File: src/rtl/gw_pkg.sv
package gw_pkg;

  typedef enum logic [2:0] {
    PH_IDLE,
    PH_SGAP,
    PH_MARK,
    PH_WGAP,
    PH_SETTLE
  } phase_t;

  // Field-on width for one data bit.
  function automatic int mark_ticks(logic b, int zero_t, int one_t);
    return b ? one_t : zero_t;
  endfunction

  // Bit count limited to the word width.
  function automatic int clamp_count(int n, int lim);
    return (n > lim) ? lim : n;
  endfunction

endpackage

File: src/rtl/gw_ustimer.sv
module gw_ustimer #(
  parameter int TMR_W = 16
) (
  input  logic             clk,
  input  logic             rst_n,
  input  logic             load,
  input  logic [TMR_W-1:0] load_val,
  input  logic             tick,
  output logic             expire
);
  logic [TMR_W-1:0] cnt;

  always_ff @(posedge clk) begin
    if (!rst_n)                   cnt <= '0;
    else if (load)                cnt <= load_val;
    else if (tick && cnt != '0)   cnt <= cnt - 1'b1;
  end

  assign expire = tick && (cnt == TMR_W'(1));
endmodule

File: src/rtl/gw_bitq.sv
module gw_bitq #(
  parameter int DATA_W = 64,
  parameter int CNT_W  = 7
) (
  input  logic              clk,
  input  logic              rst_n,
  input  logic              load,
  input  logic [DATA_W-1:0] data,
  input  logic [CNT_W-1:0]  count,
  input  logic              advance,
  output logic              head_bit,
  output logic [CNT_W-1:0]  left
);
  logic [DATA_W-1:0] sr;

  always_ff @(posedge clk) begin
    if (!rst_n) begin
      sr   <= '0;
      left <= '0;
    end else if (load) begin
      sr   <= data;
      left <= count;
    end else if (advance && left != '0) begin
      sr   <= sr << 1;
      left <= left - 1'b1;
    end
  end

  assign head_bit = sr[DATA_W-1];
endmodule

File: src/rtl/gapwrite_seq.sv
module gapwrite_seq #(
  parameter int DATA_W       = 64,
  parameter int CNT_W        = $clog2(DATA_W + 1),
  parameter int TMR_W        = 16,
  parameter int START_GAP_US = 400,
  parameter int WGAP_US      = 160,
  parameter int ZERO_US      = 144,
  parameter int ONE_US       = 400,
  parameter int SETTLE_US    = 300
) (
  input  logic              clk,
  input  logic              rst_n,
  input  logic              us_tick,
  input  logic              start,
  input  logic [DATA_W-1:0] data,
  input  logic [CNT_W-1:0]  nbits,
  output logic              field_en,
  output logic              busy,
  output logic              done
);
  import gw_pkg::*;

  phase_t             phase, nxt_phase;
  logic               field_q, nxt_field, done_q, nxt_done;
  logic               tmr_load, tmr_expire, q_load, q_adv;
  logic [TMR_W-1:0]   tmr_val;
  logic               head_bit;
  logic [CNT_W-1:0]   bits_left;
  logic [CNT_W-1:0]   bits_clamped;
  logic               phase_done;

  assign bits_clamped = CNT_W'(clamp_count(int'(nbits), DATA_W));
  assign phase_done   = (phase != PH_IDLE) && tmr_expire;

  gw_ustimer #(.TMR_W(TMR_W)) u_tmr (
    .clk(clk), .rst_n(rst_n), .load(tmr_load), .load_val(tmr_val),
    .tick(us_tick), .expire(tmr_expire)
  );

  gw_bitq #(.DATA_W(DATA_W), .CNT_W(CNT_W)) u_bits (
    .clk(clk), .rst_n(rst_n), .load(q_load), .data(data),
    .count(bits_clamped), .advance(q_adv), .head_bit(head_bit),
    .left(bits_left)
  );

  always_comb begin
    nxt_phase = phase;
    nxt_field = field_q;
    nxt_done  = 1'b0;
    tmr_load  = 1'b0;
    tmr_val   = '0;
    q_load    = 1'b0;
    q_adv     = 1'b0;
    unique case (phase)
      PH_IDLE: if (start) begin
        nxt_phase = PH_SGAP;
        nxt_field = 1'b0;
        tmr_load  = 1'b1;
        tmr_val   = TMR_W'(START_GAP_US);
        q_load    = 1'b1;
      end
      PH_SGAP, PH_WGAP: if (phase_done) begin
        nxt_field = 1'b1;
        tmr_load  = 1'b1;
        if (bits_left != '0) begin
          nxt_phase = PH_MARK;
          tmr_val   = TMR_W'(mark_ticks(head_bit, ZERO_US, ONE_US));
        end else begin
          nxt_phase = PH_SETTLE;
          tmr_val   = TMR_W'(SETTLE_US);
        end
      end
      PH_MARK: if (phase_done) begin
        nxt_phase = PH_WGAP;
        nxt_field = 1'b0;
        tmr_load  = 1'b1;
        tmr_val   = TMR_W'(WGAP_US);
        q_adv     = 1'b1;
      end
      PH_SETTLE: if (phase_done) begin
        nxt_phase = PH_IDLE;
        nxt_done  = 1'b1;
      end
      default: nxt_phase = PH_IDLE;
    endcase
  end

  always_ff @(posedge clk) begin
    if (!rst_n) begin
      phase   <= PH_IDLE;
      field_q <= 1'b1;
      done_q  <= 1'b0;
    end else begin
      phase   <= nxt_phase;
      field_q <= nxt_field;
      done_q  <= nxt_done;
    end
  end

  assign field_en = field_q;
  assign busy     = (phase != PH_IDLE);
  assign done     = done_q;
endmodule

File: config.mk
export PLATFORM = sky130hd
export DESIGN_NAME = gapwrite_seq
export DESIGN_NICKNAME = d
export VERILOG_FILES = /design/src/rtl/gw_pkg.sv /design/src/rtl/gw_ustimer.sv /design/src/rtl/gw_bitq.sv /design/src/rtl/gapwrite_seq.sv
export SDC_FILE = /design/constraint.sdc
export NUM_CORES = 1
export LEC_CHECK = 0
export ABC_AREA = 1
export BUFFER_PORTS_ARGS = -buffer_cell sky130_fd_sc_hd__buf_2
export CAP_MARGIN = 20
export CORE_AREA = 3 3 98 100
export CTS_BUF_LIST = sky130_fd_sc_hd__clkbuf_4
export DETAILED_ROUTE_END_ITERATION = 12
export DIE_AREA = 0 0 101 103
export PLACE_DENSITY = 0.77
export SYNTH_ARGS = -nofsm -noshare
export SYNTH_HDL_FRONTEND = slang
export SYNTH_SLANG_ARGS = --single-unit
File: constraint.sdc
create_clock -name clk -period 4.9 [get_ports clk]
set_clock_uncertainty 0.15 [all_clocks]
set_input_delay 0.735 -clock clk [delete_from_list [all_inputs] [get_ports clk]]
set_output_delay 0.735 -clock clk [all_outputs]
set_load 0.01 [all_outputs]
==> flow_summary.ini <==
[setup_path]
path_cells = nor2_1 > inv_1 > nor2_1 > nand2_4 > nand2_4 > buf_4 > nand3_1 > nand2_1 > nor2_1
setup.worst_path.class = reg2reg
cp.arrival_ns = 3.16
crit_path_frequent_cell = nor2_1
timing.rr.start = phase[2]
r2r_cells = 9
end_kind = flop
worstPathRequired_ns = 5.08
critPathMaxFanout = 91
cpMaxStageDelayCell = nand2_4
cpLargestDelayFamily = simple AND/OR/NAND/NOR gates
r2r_slack_ns = 1.92
r2r_end = u_bits.sr[38]
cpPeakStageDelay_ns = 0.86
crit_buf_inv = 2
worst_setup_path_start_kind = flop
startpoint = phase[2]

[route]
wirelength_um = 10800
vias_per_cell = 5.01
firstDrtPassIters = 5
drtIter0Drc = 189
drc = 0
routedWlPerCell_um = 11.4
dr_total_vias = 4730
ant_nets = 0

[synth]
syn_nets = 860
ys_seq_area_frac = 0.381
synth.avg_cell_area_um2 = 6.18
synth.distinct_cells = 27
ys_ff_latch = 92
ys_warn_count = 0
syn-cell-area_mm2 = 0.00483
syn_inst = 781

[hold_path]
min_from = field_en
hold_path_class = reg2reg
hold_depth = 2
hold_end = field_en

[sta]
rsz0062_at_grt = no
final_hold_viol_count = 0
max_slew_margin = 0.318
worst_pin_slew_ns = 1.02
tns_ns = 0
period_needed_ns = 2.98
max_freq_mhz = 336
final.setup.worst_slack_ns = 1.92
min_period_over_period = 0.608
drv_slew = 0
setup_viol = 0

[clock_tree]
cts_tree = yes
cts_buffers = 9
clkLatencyLatePin_ns = 0.44
cts_setup_buffers = 0
hold_buffers = 0
clockBufferDepth = 2
cts_num_sinks = 92
cts.clk_slew.worst_paths_ns = 0.12
ctsResizeCount = 0
htree_levels = 3
root_buffer = clkbuf_4

[floorplan]
fp.dieH_um = 103
initial_core_util = 0.551
die_w_um = 101
rows = 34
design.core.area_mm2 = 0.00876
ios = 78
die_area_mm2 = 0.0104

[power]
p_per_area_mw_per_mm2 = 682
switchingPower_w = 0.00169
power_leakage_nw = 2.45
pwr-share-comb = 0.526
p_clk_frac = 0.145
seq_power_share = 0.330
p_sw_frac = 0.465
p_int_w = 0.00194
ir_worst_vdd_mv = 0.333

[finish]
nets = 910
fillers = 882
syn_to_final_growth_pct = 10.1
mostFrequentLayoutCell = nand2_1
diodes = 0
layout_common_cells = nand2_1, nor2_1, dfxtp_1
drive_gt1_frac = 0.132

[global_routing]
grt_usage = 0.207
antenna_found_initial = 0
grt_pass1_vias = 4235
overflow = 0
grt_pass1_wl_um = 17900
grt_max_degree = 92

[run_status]
status = completed

[placed_design]
dp_hpwl_um = 7380
place.gp.congestion = 0.864
pre_cts_ws_ns = 1.80
port_buffers = 77

[flow_run]
maxCapViolations = 0
[cell families after synthesis]
group | synth area share
xor+xnor | 0.0127
fa+ha+maj | 0.0104
compound gates | 0.0404
buf+inv | 0.0731
flops | 0.381
simple gates | 0.482
[per-stage QoR]
| step | total power [W] | area (µm²) | util | hold slack, ns | cells |
|---|---|---|---|---|---|
| 5_1_grt | 0.00402 | 5320 | 0.607 | 0.364 | 944 |
| 3_3_place_gp | 0.00302 | 5130 | 0.585 | 0.306 | 928 |
| 4_1_cts | 0.00365 | 5320 | 0.607 | 0.339 | 944 |
| 6_report | 0.00363 | 5320 | 0.607 | 0.338 | 944 |
| 3_5_place_dp | 0.00311 | 5130 | 0.585 | 0.307 | 928 |
| 2_1_floorplan | 0.00283 | 4830 | - | 0.298 | 781 |
[power by group through the flow]
stage,registers (W),logic (W),clock network [W]
finish,0.00120,0.00191,0.000524
global route,0.00122,0.00223,0.000565
CTS,0.00119,0.00192,0.000537
detailed placement,0.00121,0.00191,0
global placement,0.00119,0.00183,0
floorplan,0.00116,0.00166,0
[cells in the mapped netlist, drive strengths merged]
library cell / count / area (µm²)
dfxtp: 92 / 1840
a21oi: 19 / 95.1
o21bai: 1 / 7.51
a22oi: 1 / 7.51
nand4: 2 / 27.5
nor2: 196 / 761
nand3b: 2 / 15.0
and2: 1 / 6.26
inv: 29 / 109
nand3: 87 / 435
ha: 4 / 50.1
buf: 29 / 199
xor2: 3 / 26.3
nand2: 279 / 1070
clkbuf: 12 / 45.0
nor3: 3 / 15.0
o21ai: 17 / 85.1
xnor2: 4 / 35.0
[registers in the layout, summed over array words and instances, names as in the netlist]
name / count
phase: 3
u_bits.sr: 64
u_bits.left: 7
u_tmr.cnt: 16
field_en: 1
done: 1
[metal layers]
layer	vias to the layer above	wire, µm	share of wire	GRT usage
met5	-	0	0	0
met4	0	98	0.0091	0.0481
met3	8	651	0.060	0.0460
met2	108	5210	0.48	0.368
met1	2089	4820	0.45	0.257
li1	2525	-	-	-
[worst register-to-register path: stages (launching register included)]
cell and delay [ns]:
dfxtp_1 0.38, nor2_1 0.10, inv_1 0.05, nor2_1 0.19, nand2_4 0.48, nand2_4 0.88
buf_4 0.42, nand3_1 0.12, nand2_1 0.08, nor2_1 0.04
[layout make-up]
type,count,area (µm²),share of cell area
Clock buffer,12,90.1,0.0169
Clock inverter,4,97.6,0.0184
Inverter,29,109,0.0205
Multi-Input combinational cell,619,2630,0.496
Sequential cell,92,1840,0.347
Tap cell,108,135,0.0254
Timing Repair Buffer,80,408,0.0767
[how the worst max path moves through the flow]
stage | depth (start not counted) | to | slack (ns)
finish | 9 | u_bits.sr[38] | 1.92
global route | 9 | u_bits.sr[48] | 1.58
CTS | 9 | u_bits.sr[38] | 1.92
detailed placement | 7 | u_bits.sr[37] | 1.80
global placement | 7 | u_bits.sr[49] | 1.87
floorplan | 10 | u_tmr.cnt[9] | 3.04
(Power assumes the default switching activity.)
